--- src/rtl/dma_bp_pkg.sv ---
package dma_bp_pkg;
  localparam int BEAT_W    = 9;
  localparam int MASK_W    = 8;
  localparam int PBL_LSB   = 17;
  localparam int PBL_W     = 5;
  localparam int FIXED_BIT = 16;
  localparam int MULT_BIT  = 24;

  typedef struct packed {
    logic              fixed;
    logic              err;
    logic [BEAT_W-1:0] limit;
    logic [MASK_W-1:0] mask;
  } cfg_t;

  function automatic logic [BEAT_W-1:0] len_of(input int k);
    return BEAT_W'(1) << (k + 1);
  endfunction
endpackage

--- src/rtl/dma_bp_cfg_decode.sv ---
module dma_bp_cfg_decode
  import dma_bp_pkg::*;
#(
  parameter bit MULT_X8 = 1'b0
) (
  input  logic [PBL_W-1:0]  pbl_i,
  input  logic              mult_en_i,
  input  logic              fixed_i,
  input  logic [MASK_W-1:0] burst_en_i,
  output cfg_t              cfg_o
);
  localparam int MSH = MULT_X8 ? 3 : 2;

  logic [BEAT_W-1:0] eff, max_len, min_len;
  logic [MASK_W-1:0] mask;

  always_comb begin
    eff     = mult_en_i ? (BEAT_W'(pbl_i) << MSH) : BEAT_W'(pbl_i);
    mask    = burst_en_i & ~MASK_W'(1);
    max_len = '0;
    min_len = '0;
    for (int k = 1; k < MASK_W; k++)
      if (mask[k]) max_len = len_of(k);
    for (int k = MASK_W - 1; k >= 1; k--)
      if (mask[k]) min_len = len_of(k);
    cfg_o.mask  = mask;
    cfg_o.fixed = fixed_i;
    cfg_o.limit = (eff < max_len) ? eff : max_len;
    cfg_o.err   = (mask == '0) || (eff == '0) || (fixed_i && (min_len > eff));
  end
endmodule

--- src/rtl/dma_bp_size.sv ---
module dma_bp_size
  import dma_bp_pkg::*;
#(
  parameter int CNT_W = 16
) (
  input  cfg_t              cfg_i,
  input  logic [CNT_W-1:0]  rem_i,
  output logic [BEAT_W-1:0] beats_o
);
  logic [BEAT_W-1:0] cap, pick;
  logic [MASK_W-1:0] fit;

  assign cap = (rem_i < CNT_W'(cfg_i.limit)) ? rem_i[BEAT_W-1:0] : cfg_i.limit;

  assign fit[0] = 1'b0;
  for (genvar k = 1; k < MASK_W; k++) begin : g_fit
    assign fit[k] = cfg_i.mask[k] && (len_of(k) <= cap);
  end

  always_comb begin
    pick = BEAT_W'(1);
    for (int k = 1; k < MASK_W; k++)
      if (fit[k]) pick = len_of(k);
    if (cfg_i.err)        beats_o = BEAT_W'(1);
    else if (cfg_i.fixed) beats_o = pick;
    else                  beats_o = cap;
  end
endmodule

--- src/rtl/dma_burst_planner.sv ---
module dma_burst_planner
  import dma_bp_pkg::*;
#(
  parameter int ADDR_W     = 32,
  parameter int CNT_W      = 16,
  parameter int BEAT_BYTES = 8,
  parameter bit MULT_X8    = 1'b0
) (
  input  logic              clk_i,
  input  logic              rst_ni,
  input  logic              start_i,
  input  logic [ADDR_W-1:0] start_addr_i,
  input  logic [CNT_W-1:0]  total_beats_i,
  input  logic [31:0]       bus_mode_i,
  input  logic [7:0]        burst_en_i,
  input  logic              cmd_ready_i,
  output logic              busy_o,
  output logic              cmd_valid_o,
  output logic [ADDR_W-1:0] cmd_addr_o,
  output logic [8:0]        cmd_beats_o,
  output logic [7:0]        cmd_len_o,
  output logic              done_o,
  output logic              cfg_err_o
);
  localparam int BEAT_SHIFT = $clog2(BEAT_BYTES);

  cfg_t              cfg_d, cfg_q;
  logic              busy_q, done_q;
  logic [ADDR_W-1:0] addr_q;
  logic [CNT_W-1:0]  rem_q;
  logic [BEAT_W-1:0] beats;
  logic              accept, fire;

  dma_bp_cfg_decode #(.MULT_X8(MULT_X8)) u_decode (
    .pbl_i     (bus_mode_i[PBL_LSB +: PBL_W]),
    .mult_en_i (bus_mode_i[MULT_BIT]),
    .fixed_i   (bus_mode_i[FIXED_BIT]),
    .burst_en_i(burst_en_i),
    .cfg_o     (cfg_d)
  );

  dma_bp_size #(.CNT_W(CNT_W)) u_size (
    .cfg_i  (cfg_q),
    .rem_i  (rem_q),
    .beats_o(beats)
  );

  assign accept = start_i && !busy_q;
  assign fire   = busy_q && cmd_ready_i;

  always_ff @(posedge clk_i or negedge rst_ni) begin
    if (!rst_ni) begin
      cfg_q  <= '0;
      busy_q <= 1'b0;
      done_q <= 1'b0;
      addr_q <= '0;
      rem_q  <= '0;
    end else if (accept) begin
      cfg_q  <= cfg_d;
      addr_q <= start_addr_i;
      rem_q  <= total_beats_i;
      busy_q <= (total_beats_i != '0);
      done_q <= (total_beats_i == '0);
    end else begin
      done_q <= 1'b0;
      if (fire) begin
        addr_q <= addr_q + (ADDR_W'(beats) << BEAT_SHIFT);
        rem_q  <= rem_q - CNT_W'(beats);
        if (rem_q == CNT_W'(beats)) begin
          busy_q <= 1'b0;
          done_q <= 1'b1;
        end
      end
    end
  end

  assign busy_o      = busy_q;
  assign cmd_valid_o = busy_q;
  assign cmd_addr_o  = addr_q;
  assign cmd_beats_o = beats;
  assign cmd_len_o   = 8'(beats - BEAT_W'(1));
  assign done_o      = done_q;
  assign cfg_err_o   = cfg_q.err;
endmodule

--- config.mk ---
export PLATFORM = sky130hd
export DESIGN_NAME = dma_burst_planner
export DESIGN_NICKNAME = d
export VERILOG_FILES = /design/src/rtl/dma_bp_pkg.sv /design/src/rtl/dma_bp_cfg_decode.sv /design/src/rtl/dma_bp_size.sv /design/src/rtl/dma_burst_planner.sv
export SDC_FILE = /design/constraint.sdc
export NUM_CORES = 1
export LEC_CHECK = 0
export BUFFER_PORTS_ARGS = -buffer_cell sky130_fd_sc_hd__buf_2
export CAP_MARGIN = 20
export CORE_MARGIN = 2
export CORE_UTILIZATION = 54
export CTS_CLUSTER_SIZE = 10
export DETAILED_ROUTE_END_ITERATION = 12
export GPL_TIMING_DRIVEN = 0
export PLACE_DENSITY = 0.91
export SLEW_MARGIN = 20
export SYNTH_ARGS = -nofsm -noshare
export SYNTH_HDL_FRONTEND = slang
export SYNTH_SLANG_ARGS = --single-unit
--- constraint.sdc ---
create_clock -name clk_i -period 6.55 [get_ports clk_i]
set_input_delay 0.9825 -clock clk_i [delete_from_list [all_inputs] [get_ports clk_i]]
set_output_delay 0.9825 -clock clk_i [all_outputs]
set_load 0.02 [all_outputs]
=== Word level (Yosys, flattened, before mapping) ===
Index checks and enable logic that the tools add are counted.

* Register bits: 68
* Bits of input ports: 92
* Output and inout port bits: 53

* Add/sub/neg operators: 3
* Order comparisons: 10
* Eq/ne operators: 1
* Multiplexer cells: 36
* Reductions and logical operators: 20

{| class="wikitable"
|+ Operator list
! cell !! number
|-
| $mux W9 || 18
|-
| $mux W32 || 2
|-
| $add A32 B12 Y32 || 1
|-
| $mux W16 || 2
|-
| $eq A16 B9 Y1 || 1
|-
| $logic_not A16 Y1 || 1
|-
| $lt A16 B9 Y1 || 1
|-
| $reduce_bool A16 Y1 || 1
|-
| $sub A16 B9 Y16 || 1
|-
| $mux W7 || 2
|-
| $logic_and A1 B1 Y1 || 10
|-
| $gt A9 B9 Y1 || 1
|-
| $le A3 B9 Y1 const A || 1
|-
| $le A4 B9 Y1 const A || 1
|-
| $le A5 B9 Y1 const A || 1
|-
| $le A6 B9 Y1 const A || 1
|-
| $le A7 B9 Y1 const A || 1
|-
| $le A8 B9 Y1 const A || 1
|-
| $le A9 B9 Y1 const A || 1
|-
| $logic_not A9 Y1 || 1
|-
| $lt A9 B9 Y1 || 1
|-
| $logic_not A8 Y1 || 1
|-
| $mux W8 || 1
|-
| $sub A8 B1 Y8 const B || 1
|-
| other kinds (9) || 17
|}

=== Depth between registers and ports, before layout ===
Gate-level depths: netlist of the first run.

* Word-level depth: 17
* Gate-level depth with buffers: 24

=== Hierarchy ===
From an unflattened synthesis of the first run, not the netlist that was laid out.

* Cells, all modules: 695
* Area total of the unflattened synthesis: 5,683.0 um^2

{| class="wikitable"
|+ By module, submodules not included
! module !! instances !! cells an instance !! area an instance (um^2) !! seq. area each (um^2)
|-
| dma_burst_planner || 1 || 489 || 4,246.6 || 1,726.7
|-
| dma_bp_size || 1 || 110 || 758.2 || 0.0
|-
| dma_bp_cfg_decode || 1 || 96 || 678.2 || 0.0
|}

=== Least setup slack after synthesis of the first run ===
OpenSTA, ideal clock, no wires.

* Path kind: register to register
* From: reg cfg_q[15] (netlist bit)
* To: reg addr_q[27] (netlist: cmd_addr_o[27])
* Data arrival time: 5.683 ns
* Required time: 6.425 ns
* Setup slack: 0.742 ns
* Cell stages (with the launch flop): 24
* Period minus slack after synthesis: 5.808 ns
* Cell sequence: dfrtp_1 -> inv_1 -> ha_1 -> and4_1 -> and2_1 -> a32o_2 -> nor2_2 -> mux2_4 -> a2111oi_0 -> nand3_1 -> o21ai_1 -> ha_1 -> inv_1 -> fa_1 -> nor2b_1 -> o21ai_1 -> a21boi_0 -> o21ai_0 -> a21boi_1 -> o2111ai_1 -> a2111oi_1 -> nand4_1 -> xnor2_1 -> mux2_2

* Word-level cells in the longest chain between the ends: 16
* Elaborated cells on any way between the ends: 28
* Those cells by class: 1 x add/sub; 8 x order compare; 12 x mux; 7 x reduce/logical

{| class="wikitable"
|+ Ends and longest elaborated chain
! what !! RTL line !! source
|-
| start: declaration || dma_burst_planner.sv:27 || <nowiki>cfg_t cfg_d, cfg_q;</nowiki>
|-
| start signal: assignment || dma_burst_planner.sv:59 || <nowiki>cfg_q <= cfg_d;</nowiki>
|-
| $lt A16 B9 Y1 || dma_bp_size.sv:13 || <nowiki>assign cap = (rem_i < CNT_W'(cfg_i.limit)) ? rem_i[BEAT_W-1:0] : cfg_i.limit;</nowiki>
|-
| $mux W9 (*) || dma_bp_size.sv:13 ||
|-
| $le A3 B9 Y1 || dma_bp_size.sv:17 || <nowiki>assign fit[k] = cfg_i.mask[k] && (len_of(k) <= cap);</nowiki>
|-
| $logic_and A1 B1 Y1 || dma_bp_size.sv:17 ||
|-
| $mux W3 || dma_bp_size.sv:23 || <nowiki>if (fit[k]) pick = len_of(k);</nowiki>
|-
| $mux W4 || dma_bp_size.sv:23 ||
|-
| $mux W5 || dma_bp_size.sv:23 ||
|-
| $mux W6 || dma_bp_size.sv:23 ||
|-
| $mux W7 || dma_bp_size.sv:23 ||
|-
| $mux W8 || dma_bp_size.sv:23 ||
|-
| $mux W9 || dma_bp_size.sv:23 ||
|-
| $mux W9 (*) || dma_bp_size.sv:25 || <nowiki>else if (cfg_i.fixed) beats_o = pick;</nowiki>
|-
| $mux W9 (*) || dma_bp_size.sv:24 || <nowiki>if (cfg_i.err) beats_o = BEAT_W'(1);</nowiki>
|-
| net cmd_beats_o[0] || dma_burst_planner.sv:20 || <nowiki>output logic [8:0] cmd_beats_o,</nowiki>
|-
| $add A32 B12 Y32 (*) || dma_burst_planner.sv:67 || <nowiki>addr_q <= addr_q + (ADDR_W'(beats) << BEAT_SHIFT);</nowiki>
|-
| $mux W32 (*) || dma_burst_planner.sv:66 || <nowiki>if (fire) begin</nowiki>
|-
| $mux W32 (*) || dma_burst_planner.sv:58 || <nowiki>end else if (accept) begin</nowiki>
|-
| end signal: assignment || dma_burst_planner.sv:60 || <nowiki>addr_q <= start_addr_i;</nowiki>
|-
| end signal: assignment || dma_burst_planner.sv:67 ||
|-
| end: declaration || dma_burst_planner.sv:29 || <nowiki>logic [ADDR_W-1:0] addr_q;</nowiki>
|}

Mark *: on every way through the listed nets, which the timed path passes. The rest lies on a longest branch. The select of a mux whose other input is x is not followed.
A chain may end at the register's enable or synchronous reset.

=== Worst setup path in the final report of the first run ===
* From: reg rem_q[2]
* To: reg addr_q[27] (netlist: cmd_addr_o[27])

* Word-level cells in the longest chain between the ends: 16
* Elaborated cells on any way between the ends: 28
* Those cells by class: 1 x add/sub; 8 x order compare; 12 x mux; 7 x reduce/logical

{| class="wikitable"
|+ Ends and longest elaborated chain
! what !! RTL line !! source
|-
| start: declaration || dma_burst_planner.sv:30 || <nowiki>logic [CNT_W-1:0] rem_q;</nowiki>
|-
| start signal: assignment || dma_burst_planner.sv:61 || <nowiki>rem_q <= total_beats_i;</nowiki>
|-
| start signal: assignment || dma_burst_planner.sv:68 || <nowiki>rem_q <= rem_q - CNT_W'(beats);</nowiki>
|-
| $lt A16 B9 Y1 || dma_bp_size.sv:13 ||
|-
| $mux W9 (*) || dma_bp_size.sv:13 ||
|-
| $le A3 B9 Y1 || dma_bp_size.sv:17 ||
|-
| $logic_and A1 B1 Y1 || dma_bp_size.sv:17 ||
|-
| $mux W3 || dma_bp_size.sv:23 ||
|-
| $mux W4 || dma_bp_size.sv:23 ||
|-
| $mux W5 || dma_bp_size.sv:23 ||
|-
| $mux W6 || dma_bp_size.sv:23 ||
|-
| $mux W7 || dma_bp_size.sv:23 ||
|-
| $mux W8 || dma_bp_size.sv:23 ||
|-
| $mux W9 || dma_bp_size.sv:23 ||
|-
| $mux W9 (*) || dma_bp_size.sv:25 ||
|-
| $mux W9 (*) || dma_bp_size.sv:24 ||
|-
| $add A32 B12 Y32 (*) || dma_burst_planner.sv:67 ||
|-
| $mux W32 (*) || dma_burst_planner.sv:66 ||
|-
| $mux W32 (*) || dma_burst_planner.sv:58 ||
|}

Mark *: on every way between the ends. The rest lies on a longest branch, timed or not. The select of a mux whose other input is x is not followed.

==> metrics, run 1 <==
global-route wire length before repair ~27 mm; Tightest Hold Check Type input pin to asynchronous set/reset pin; Worst IR Drop VDD a little under 400 µV; via-per-instance ratio 6.41; proportion of power drawn by combinational gates 0.628; depth of the worst register-to-register path 22; type of the worst setup path register to register; die footprint 10,400 µm²; gate count after technology mapping between 600 and 700; Highest Clock Rate between 150 and 200 MHz; launch point of the critical path rem_q[2]$_DFFE_PN0P_; number of DRC violations after detailed-routing iteration 0 677; final-report setup violation count 0; die width 102 µm; level count of the clock H-tree 3; headroom to the max-slew limit 0.443; setup skew after layout approximately 0.013 ns; total clock buffers created by CTS 9; post-synthesis register bit count 68; setup repair after global routing missed its margin no; startpoint of the worst register-to-register path rem_q[2]$_DFFE_PN0P_; number of global-route vias before repair 5,561; effective utilization at floorplan 0.558; pin slew with the least headroom to its limit around 0.84 ns; Critical Path Source Type register; remaining routing DRC violations 0; via count roughly 5,700; clock network fraction of design power 0.127; combined global-route utilization of all metal layers 0.334; WL/cell 19.1 µm; endpoint type of the worst setup path register; final number of max-transition violations 0; Detail Placement HPWL between 10 and 15 mm; minimum period implied by the final worst setup slack 6.20 ns; standard-cell rows 35; clock transition at the registers of the reported paths 0.08 ns; buffer type at the clock tree root sky130_fd_sc_hd__clkbuf_8; Die H between 100 and 150 µm; Max FO, Critical Path 6; status completed; post-CTS setup buffers 0; CP arrival around 6.5 ns; async set-reset flop share out of synthesis 1.00; cts hold-fix bufs 0; number of iterations in the first detailed-routing pass 8; tightest hold margin 0.465 ns; net count of the finished layout 878; antenna violations before repair 0; pin count of the biggest net entering global routing 57; predominant post-synthesis flop cell sky130_fd_sc_hd__dfrtp_1; grt ovf 0; PD cells 551 nW/µm²; sink count of the clock tree 68; layout-stage area growth over the synthesis result 20.2%; final setup TNS 0 ns; net switching power approximately 1.7 mW; average cell area after synthesis around 8.4 µm²; clock latency on the worst-skew pair 0.37 ns; endpoint of the worst-slack reg-to-reg timing path cmd_addr_o[27]$_DFFE_PN0P_; Inserted Diodes 0; fill cell total of the finished layout 740; switching portion of total power 0.508; proportion of synthesized chip area in sequential cells 0.328; placeable core region 9280 µm²; number of nets with antenna violations after detailed routing 0; Required @ worst endpoint a little under 7 ns; Leakage Power about 2.9 nW; total of buffers placed on input and output ports between 100 and 150; maximum buffer depth of the clock tree 2; max capacitance violation total 0; drt total wl between 15 and 20 mm; post-route clock period utilization 0.946; Yosys warning total 0; number of gates given a new drive strength after cts 1; setup slack on the worst flop-to-flop path 0.35 ns; final hold viol count 0; routability congestion estimate from global placement approximately 1.0; post-synthesis instance area 5180 µm²; clock tree from TritonCTS yes; relative contribution of sequential cells to total power 0.246; syn nets 749; proportion of layout cells with a drive suffix above 1 0.210; count of cell types in the netlist roughly 70; I/O pin total around 150; Post-synth EDFFs 0; internal power contribution 1.69 mW
layer usage:
layer	track usage	vias up	part of all wire
met4	0.168	0	0.045
li1	-	2526	-
met5	0	-	0
met1	0.444	2644	0.39
met3	0.0581	91	0.11
met2	0.526	393	0.46
cells by family after synthesis:
kind of cell / Yosys count / share of synthesized area
simple gates: 234 / 0.225
compound gates: 172 / 0.229
buf+inv: 68 / 0.0502
flops: 68 / 0.328
fa+ha+maj: 38 / 0.0946
xor+xnor: 21 / 0.0355
mux: 18 / 0.0372
registers in the layout (all words and copies together) (netlist names):
register / cells
cfg_q: 17
cfg_err_o: 1
cmd_addr_o: 32
busy_o: 1
rem_q: 16
done_o: 1
critical path: stages, from the launching register on:
cell and delay [ns]:
sky130_fd_sc_hd__dfrtp_1 0.47, sky130_fd_sc_hd__ha_1 0.32, sky130_fd_sc_hd__o21a_1 0.20, sky130_fd_sc_hd__or2_1 0.23
sky130_fd_sc_hd__a32o_2 0.32, sky130_fd_sc_hd__nor2_2 0.20, sky130_fd_sc_hd__mux2_4 0.34, sky130_fd_sc_hd__a2111oi_2 0.46
sky130_fd_sc_hd__nand3_1 0.19, sky130_fd_sc_hd__o21ai_2 0.27, sky130_fd_sc_hd__ha_1 0.25, sky130_fd_sc_hd__inv_1 0.07
sky130_fd_sc_hd__fa_1 0.39, sky130_fd_sc_hd__nor2b_1 0.18, sky130_fd_sc_hd__o21ai_1 0.10, sky130_fd_sc_hd__a21boi_0 0.27
sky130_fd_sc_hd__o21ai_0 0.18, sky130_fd_sc_hd__a21boi_1 0.30, sky130_fd_sc_hd__o2111ai_1 0.27, sky130_fd_sc_hd__a2111oi_4 0.48
sky130_fd_sc_hd__nand4_1 0.18, sky130_fd_sc_hd__xnor2_1 0.16, sky130_fd_sc_hd__mux2_2 0.26
synth_stat cells, types with 4 or more instances:
| cell type | n | area [µm²] |
|---|---|---|
| sky130_fd_sc_hd__a21o_1 | 11 | 82.6 |
| sky130_fd_sc_hd__a21oi_1 | 24 | 120 |
| sky130_fd_sc_hd__a221o_1 | 7 | 70.1 |
| sky130_fd_sc_hd__a22oi_1 | 15 | 113 |
| sky130_fd_sc_hd__a31oi_1 | 9 | 56.3 |
| sky130_fd_sc_hd__and2_1 | 7 | 43.8 |
| sky130_fd_sc_hd__and3_1 | 8 | 50.1 |
| sky130_fd_sc_hd__clkbuf_1 | 21 | 78.8 |
| sky130_fd_sc_hd__dfrtp_1 | 68 | 1700 |
| sky130_fd_sc_hd__ha_1 | 36 | 450 |
| sky130_fd_sc_hd__inv_1 | 43 | 161 |
| sky130_fd_sc_hd__mux2_2 | 6 | 67.6 |
| sky130_fd_sc_hd__mux2i_1 | 11 | 110 |
| sky130_fd_sc_hd__nand2_1 | 95 | 357 |
| sky130_fd_sc_hd__nand2b_1 | 7 | 43.8 |
| sky130_fd_sc_hd__nand3_1 | 20 | 100 |
| sky130_fd_sc_hd__nand4_1 | 6 | 37.5 |
| sky130_fd_sc_hd__nor2_1 | 27 | 101 |
| sky130_fd_sc_hd__nor2b_1 | 10 | 62.6 |
| sky130_fd_sc_hd__nor3_1 | 18 | 90.1 |
| sky130_fd_sc_hd__nor3b_1 | 4 | 30.0 |
| sky130_fd_sc_hd__nor4_1 | 6 | 37.5 |
| sky130_fd_sc_hd__o2111ai_1 | 4 | 35.0 |
| sky130_fd_sc_hd__o211ai_1 | 9 | 67.6 |
| sky130_fd_sc_hd__o21a_1 | 5 | 37.5 |
| sky130_fd_sc_hd__o21ai_0 | 47 | 235 |
| sky130_fd_sc_hd__o21ai_1 | 4 | 20.0 |
| sky130_fd_sc_hd__o311ai_0 | 6 | 52.6 |
| sky130_fd_sc_hd__o31ai_1 | 6 | 45.0 |
| sky130_fd_sc_hd__or3_1 | 6 | 37.5 |
| sky130_fd_sc_hd__xnor2_1 | 17 | 149 |
| sky130_fd_sc_hd__xor2_1 | 4 | 35.0 |
metrics by stage:
| step | area [µm²] | power (mW) | std cells | util | setup WS [ns] |
|---|---|---|---|---|---|
| finish | 6230 | 3.43 | 882 | 0.671 | 0.353 |
| global route | 6230 | 3.65 | 882 | 0.671 | 0.0487 |
| CTS | 6210 | 3.36 | 882 | 0.668 | 0.0529 |
| detailed placement | 5960 | 2.90 | 866 | 0.642 | -0.0807 |
| global placement | 5930 | 2.80 | 865 | 0.639 | 0.0118 |
| floorplan | 5180 | 2.26 | 619 | - | 0.742 |
layout make-up:
cell class	count	area [µm²]	share of cell area
Multi-Input combinational cell	483	3250	0.522
Timing Repair Buffer	118	616	0.0988
Inverter	44	165	0.0265
Buffer	24	95.1	0.0153
Tap cell	129	161	0.0259
Sequential cell	68	1700	0.273
Clock buffer	10	128	0.0205
Clock inverter	6	113	0.0181
placed cells by master (no fill, tap or decap), types with 7 or more instances in the layout:
cell type and instances:
sky130_fd_sc_hd__clkbuf_1 22, sky130_fd_sc_hd__nor2b_1 10, sky130_fd_sc_hd__and3_1 8, sky130_fd_sc_hd__nand2b_1 7, sky130_fd_sc_hd__a21o_1 11, sky130_fd_sc_hd__inv_1 43
sky130_fd_sc_hd__ha_1 36, sky130_fd_sc_hd__buf_2 117, sky130_fd_sc_hd__dfrtp_1 68, sky130_fd_sc_hd__a21oi_1 24, sky130_fd_sc_hd__a22oi_1 15, sky130_fd_sc_hd__and2_1 7
sky130_fd_sc_hd__nor2_1 27, sky130_fd_sc_hd__a31oi_1 9, sky130_fd_sc_hd__mux2i_1 11, sky130_fd_sc_hd__nand3_1 20, sky130_fd_sc_hd__o211ai_1 9, sky130_fd_sc_hd__nor3_1 18
sky130_fd_sc_hd__o21ai_0 47, sky130_fd_sc_hd__a221o_1 7, sky130_fd_sc_hd__clkbuf_8 9, sky130_fd_sc_hd__nand2_1 95, sky130_fd_sc_hd__xnor2_1 17
power by group through the flow:
stage | registers [mW] | logic, mW | clock network (mW)
3_5_place_dp | 0.835 | 2.07 | 0
3_3_place_gp | 0.822 | 1.98 | 0
2_1_floorplan | 0.880 | 1.38 | 0
5_1_grt | 0.859 | 2.34 | 0.451
4_1_cts | 0.830 | 2.10 | 0.432
6_report | 0.843 | 2.15 | 0.434
worst max-delay path by stage:
stage / endpoint / slack (ns) / cells after the start
CTS: cmd_addr_o[27]$_DFFE_PN0P_ / 0.05 / 23
floorplan: cmd_addr_o[27]$_DFFE_PN0P_ / 0.74 / 23
global route: cmd_addr_o[27]$_DFFE_PN0P_ / 0.05 / 22
detailed placement: cmd_addr_o[27]$_DFFE_PN0P_ / -0.08 / 22
finish: cmd_addr_o[27]$_DFFE_PN0P_ / 0.35 / 22
global placement: cmd_addr_o[27]$_DFFE_PN0P_ / 0.01 / 22
(Power assumes the default switching activity.)
==> run 2, diff against run 1 <==
CELL_PAD_IN_SITES_DETAIL_PLACEMENT = 1   (was default)
CELL_PAD_IN_SITES_GLOBAL_PLACEMENT = 1   (was default)
CORE_UTILIZATION = 35   (was 54)
PLACE_DENSITY = 0.86   (was 0.91)
clock period = 5.5 ns   (was 6.55 ns; I/O delays follow)
==> metrics, run 2 (synthesis results as in run 1) <==
status completed; total design power ~4.5 mW; Tightest Hold Check Type input pin to asynchronous set/reset pin; most frequent standard cell in the layout excluding fill and tap cells sky130_fd_sc_hd__buf_2; routability congestion estimate from global placement around 0.9; number of DRC violations after detailed-routing iteration 0 394; Detail Placement HPWL ~15 mm; final hold viol count 0; effective utilization at floorplan 0.358; Max FO, Critical Path 4; biggest cell delay along the critical path 0.46 ns; buffer type at the clock tree root sky130_fd_sc_hd__clkbuf_16; clock transition at the registers of the reported paths approximately 0.060 ns; I/O pin total about 150; minimum period implied by the final worst setup slack between 5 and 6 ns; global-route wire length before repair between 30 and 40 mm; standard-cell rows 44; via count around 5,600; pin slew with the least headroom to its limit 0.785 ns; WL/cell ~21 µm; CP arrival roughly 5.7 ns; switching portion of total power 0.498; startpoint of the worst register-to-register path cfg_q[11]$_DFFE_PN0P_; total clock buffers created by CTS 9; grt ovf 0; die footprint approximately 16,000 µm²; via-per-instance ratio 5.86; list of cells traversed by the critical path inv_1 > ha_1 > o21a_1 > or2_1 > a32o_2 > nor2_4 > mux2_4 > a2111oi_4 > nand3_2 > o21ai_4 > ha_4 > inv_2 > fa_2 > nor2b_4 > o21ai_2 > a21boi_2 > o21ai_2 > a21boi_2 > o2111ai_2 > a2111oi_4 > nand4_1 > xnor2_1 > mux2_2; clock network fraction of design power 0.138; top library cells by usage in the layout, fill and taps aside 117 x sky130_fd_sc_hd__buf_2, 94 x sky130_fd_sc_hd__nand2_1, 61 x sky130_fd_sc_hd__dfrtp_1; endpoint type of the worst setup path register; cell type of the slowest stage on the worst timing path sky130_fd_sc_hd__a2111oi_4; area after detailed placement just over 6000 µm²; depth of the worst register-to-register path 23; post-route clock period utilization 0.986; antenna violations before repair 0; level count of the clock H-tree 3; number of iterations in the first detailed-routing pass 4; combined global-route utilization of all metal layers 0.251; final worst-path setup slack 0.0745 ns; max capacitance violation total 0; final number of max-transition violations 0; drt total wl 20.0 mm; pin count of the biggest net entering global routing 55; Die H ~130 µm; clock tree from TritonCTS yes; internal power contribution 2.26 mW; type of the worst setup path register to register; fill cell total of the finished layout 1,780; number of global-route vias before repair ~5,900; minimum setup slack after placement -0.938 ns; Worst IR Drop VDD ~270 µV; flip-flop count of the largest register, all copies and words added 32; final-report setup violation count 0; headroom to the max-slew limit 0.477; PD cells around 670 nW/µm²; clock latency on the worst-skew pair approximately 0.35 ns; net switching power approximately 2.2 mW; net count of the finished layout 900; placeable core region around 14,000 µm²; proportion of power drawn by combinational gates 0.635; setup skew after layout around 0.0090 ns; sink count of the clock tree ~70; layout-stage area growth over the synthesis result 29.4%; relative contribution of sequential cells to total power 0.227; total of buffers placed on input and output ports about 120; Finished Cell Area around 6700 µm²; Leakage Power between 3 and 4 nW; Required @ worst endpoint approximately 5.7 ns; endpoint of the worst-slack reg-to-reg timing path cmd_addr_o[27]$_DFFE_PN0P_; Highest Clock Rate 184 MHz; die width between 100 and 150 µm; setup repair after global routing missed its margin yes; Inserted Diodes 0; maximum buffer depth of the clock tree 2; Critical Path Source Type register; remaining routing DRC violations 0; proportion of layout cells with a drive suffix above 1 0.279; number of nets with antenna violations after detailed routing 0; setup slack on the worst flop-to-flop path about 0.074 ns; cts hold-fix bufs 0
## run 2: changes by cell type in the layout (fill, tap and decap cells not counted), moves of 3 or more
cell	before	now
sky130_fd_sc_hd__a21oi_2	0	6
sky130_fd_sc_hd__ha_4	0	4
sky130_fd_sc_hd__dfrtp_1	68	61
sky130_fd_sc_hd__o21ai_0	47	43
sky130_fd_sc_hd__clkbuf_8	9	2
sky130_fd_sc_hd__dfrtp_2	0	7
sky130_fd_sc_hd__inv_1	43	40
sky130_fd_sc_hd__clkbuf_16	0	9
sky130_fd_sc_hd__ha_1	36	31
sky130_fd_sc_hd__a21oi_1	24	18
sky130_fd_sc_hd__inv_2	1	4
sky130_fd_sc_hd__buf_4	2	24
sky130_fd_sc_hd__o21ai_2	1	5
## run 2: through the flow
stage	std cells	TNS (ns)	util	hold WS, ns
detailed placement	921	-10.19	0.418	0.465
global route	959	-1.18	0.463	0.345
global placement	920	-6.44	0.415	0.459
CTS	948	0	0.450	0.336
floorplan	619	0	-	0.442
finish	959	0	0.463	0.335
## run 2: how the worst max path moves through the flow
stage / start / to / cells after the start
floorplan: cfg_q[15]$_DFFE_PN0P_ / cmd_addr_o[27]$_DFFE_PN0P_ / 23
global placement: cfg_q[10]$_DFFE_PN0P_ / cmd_addr_o[27]$_DFFE_PN0P_ / 23
detailed placement: cfg_q[10]$_DFFE_PN0P_ / cmd_addr_o[27]$_DFFE_PN0P_ / 23
CTS: rem_q[7]$_DFFE_PN0P_ / cmd_addr_o[27]$_DFFE_PN0P_ / 22
global route: rem_q[1]$_DFFE_PN0P_ / rem_q[11]$_DFFE_PN0P_ / 19
finish: cfg_q[11]$_DFFE_PN0P_ / cmd_addr_o[27]$_DFFE_PN0P_ / 23
## run 2: layout make-up
cell class              instances  area, µm²  share of cell area
well taps                     184        230              0.0343
plain buffers                  24       95.1              0.0142
multi-input cells             483       3410               0.509
flip-flops and latches         68       1710               0.255
inverters                      44        165              0.0246
clock inverters                 5       58.8             0.00877
clock buffers                  11        253              0.0377
repair buffers                140        781               0.116
## run 2: metal layers
layer  vias to the layer above  global-route usage  share of wire
met5                         -                   0              0
met4                         0              0.0908          0.027
met3                        48              0.0387          0.058
met2                       213               0.415           0.47
met1                      2790               0.334           0.44
li1                       2572                   -              -
## run 2: power by group through the flow
stage               logic [mW]  clock network (mW)  registers [mW]
floorplan                 1.66                   0            1.05
global placement          2.40                   0           0.996
detailed placement        2.50                   0            1.01
CTS                       2.64               0.627            1.01
global route              3.11               0.645            1.05
finish                    2.86               0.622            1.02
## run 2: worst max-delay path: cells and delay by family, from the launching register on
kind | cells | cell delay [ns]
xor+xnor | 1 | 0.15
flops | 1 | 0.44
compound gates | 10 | 2.29
simple gates | 5 | 0.84
fa+ha+maj | 3 | 0.85
buf+inv | 2 | 0.11
mux | 2 | 0.61
## run 2: repair_timing
item	4_1_cts	5_1_grt
setup buffers	11	11
endpoints found under the setup margin	29	27
resized for setup	21	28
pin swaps	10	24
==> run 3, diff against run 2 <==
BUFFER_PORTS_ARGS = default   (was -buffer_cell sky130_fd_sc_hd__buf_2)
CORE_UTILIZATION = 43   (was 35)
DONT_BUFFER_PORTS = 1   (was default)
==> metrics, run 3 (synthesis results as in run 1) <==
proportion of power drawn by combinational gates 0.605; via-per-instance ratio 6.76; I/O pin total roughly 150; final worst-path setup slack -0.0413 ns; top library cells by usage in the layout, fill and taps aside 94 x sky130_fd_sc_hd__nand2_1, 60 x sky130_fd_sc_hd__dfrtp_1, 39 x sky130_fd_sc_hd__inv_1, 39 x sky130_fd_sc_hd__o21ai_0, 37 x sky130_fd_sc_hd__buf_4; max capacitance violation total 0; number of iterations in the first detailed-routing pass 5; grt ovf 0; crit path capture cmd_addr_o[26]$_DFFE_PN0P_; depth of the worst register-to-register path 19; launch point of the critical path cfg_q[10]$_DFFE_PN0P_; cell type of the slowest stage on the worst timing path sky130_fd_sc_hd__o41ai_4; Required @ worst endpoint between 5 and 6 ns; Tightest Hold Check Type input pin to asynchronous set/reset pin; total design power ~4.5 mW; WL/cell around 26 µm; PD cells roughly 730 nW/µm²; internal power contribution between 2 and 2.5 mW; final number of max-transition violations 0; via count approximately 5,500; Detail Placement HPWL 13.9 mm; proportion of layout cells with a drive suffix above 1 0.179; net switching power 2.37 mW; headroom to the max-slew limit 0.404; startpoint of the worst register-to-register path cfg_q[10]$_DFFE_PN0P_; setup repair after global routing missed its margin yes; die width approximately 110 µm; flip-flop count of the largest register, all copies and words added 32; most frequent standard cell in the layout excluding fill and tap cells sky130_fd_sc_hd__nand2_1; die footprint 12,900 µm²; status finished with violations; family with the most delay on the worst path compound AO/OA/AOI/OAI gates; standard-cell rows 40; final-report setup violation count 3; type of the worst setup path register to register; setup skew after layout 0.0129 ns; clock network fraction of design power 0.134; global-route wire length before repair between 30 and 40 mm; combined global-route utilization of all metal layers 0.305; cell depth of the worst setup path 19; clock transition at the registers of the reported paths 0.06 ns; sink count of the clock tree just under 70; antenna violations before repair 0; drt total wl between 20 and 25 mm; level count of the clock H-tree 3; total of buffers placed on input and output ports 0; endpoint of the worst-slack reg-to-reg timing path cmd_addr_o[26]$_DFFE_PN0P_; pin slew with the least headroom to its limit between 0.8 and 0.9 ns; Inserted Diodes 0; minimum period implied by the final worst setup slack between 5 and 6 ns; biggest cell delay along the critical path around 0.8 ns; routability congestion estimate from global placement ~0.94; Max FO, Critical Path 7; clock tree from TritonCTS yes; Leakage Power 2.61 nW; number of global-route vias before repair roughly 5,500; violations in the final reports negative setup slack; buffer type at the clock tree root sky130_fd_sc_hd__clkbuf_16; list of cells traversed by the critical path inv_2 > ha_4 > o21a_1 > or2_1 > a32o_2 > nor2_4 > mux2_4 > a2111o_1 > o41ai_4 > ha_1 > inv_1 > o21ai_0 > a21oi_1 > o21ai_1 > a21oi_2 > o21a_1 > nor4_1 > xnor2_1 > o21ai_0; remaining routing DRC violations 0; setup slack on the worst flop-to-flop path -0.04 ns; placeable core region 11,900 µm²; number of DRC violations after detailed-routing iteration 0 roughly 530; CP arrival 5.75 ns; number of nets with antenna violations after detailed routing 0; final hold viol count 0; layout-stage area growth over the synthesis result 19.7%; net count of the finished layout 796; Critical Path Source Type register; relative contribution of sequential cells to total power 0.261; pin count of the biggest net entering global routing 69; Worst IR Drop VDD around 260 µV; effective utilization at floorplan 0.435; clock latency on the worst-skew pair 0.35 ns; maximum buffer depth of the clock tree 2; post-route clock period utilization 1.01; total clock buffers created by CTS 9; buffer and inverter count on the worst path 2; switching portion of total power 0.521; endpoint type of the worst setup path register; tightest hold margin roughly 0.18 ns; Highest Clock Rate roughly 180 MHz; Die H around 110 µm
## run 3: changes by cell type in the layout (fill, tap and decap cells not counted), sizes merged
| cell | before | now |
|---|---|---|
| clkinvlp | 2 | 0 |
| clkbuf | 32 | 31 |
| clkinv | 1 | 4 |
| buf | 143 | 39 |
## run 3: metrics by stage
| step | area [µm²] | utilization | instances | setup slack (ns) | setup TNS [ns] |
|---|---|---|---|---|---|
| final | 6210 | 0.521 | 818 | -0.0413 | -0.102 |
| after global routing | 6210 | 0.521 | 818 | -0.255 | -2.32 |
| after CTS | 5950 | 0.500 | 804 | -0.0785 | -0.166 |
| after detailed placement | 5380 | 0.452 | 766 | -1.11 | -15.20 |
| after global placement | 5380 | 0.452 | 766 | -0.945 | -10.58 |
| after floorplan | 5200 | - | 619 | 0.0301 | 0 |
## run 3: cell type report
class / instances / area [µm²]
Timing Repair Buffer: 36 / 270
Tap cell: 147 / 184
Buffer: 24 / 95.1
Fill cell: 1398 / 5700
Clock buffer: 10 / 239
Sequential cell: 68 / 1710
Clock inverter: 6 / 62.6
Multi-Input combinational cell: 483 / 3480
Inverter: 44 / 165
## run 3: worst min-delay path by stage
stage	to	slack, ns	cells past startpoint
3_5_place_dp	cfg_q[6]$_DFFE_PN0P_	0.52	2
5_1_grt	cmd_addr_o[11]$_DFFE_PN0P_	0.17	0
4_1_cts	cmd_addr_o[16]$_DFFE_PN0P_	0.17	0
6_report	cmd_addr_o[0]$_DFFE_PN0P_	0.18	0
2_1_floorplan	cfg_q[2]$_DFFE_PN0P_	0.44	2
3_3_place_gp	cfg_q[6]$_DFFE_PN0P_	0.50	2
## run 3: routing by layer
layer | vias up | wire, µm | GRT usage
met4 | 0 | 794 | 0.107
met5 | - | 0 | 0
li1 | 2354 | - | -
met3 | 73 | 1770 | 0.0696
met1 | 2767 | 8680 | 0.397
met2 | 334 | 10200 | 0.502
## run 3: worst reg2reg max path, delay by kind of cell, from the launching register on
kind | cells | cell delay [ns]
xor gates and xnor gates | 1 | 0.17
adders and majority gates | 2 | 0.49
and+or+nand+nor | 3 | 0.81
DFF | 1 | 0.43
AOI/OAI and AO/OA | 10 | 2.98
muxes | 1 | 0.35
buffers and inverters | 2 | 0.17
## run 3: timing repair
item,in CTS,in global routing
pin swaps,14,22
hold buffers,0,0
setup endpoints to repair,33,29
setup buffers,22,14
resized for setup,30,38
## run 3: power groups by stage
stage / Sequential (mW) / Clock, mW / Combinational [mW]
floorplan: 1.05 / 0 / 1.66
global placement: 1.15 / 0 / 1.97
detailed placement: 1.16 / 0 / 2.08
CTS: 1.16 / 0.606 / 2.33
global route: 1.21 / 0.626 / 2.93
finish: 1.19 / 0.607 / 2.74
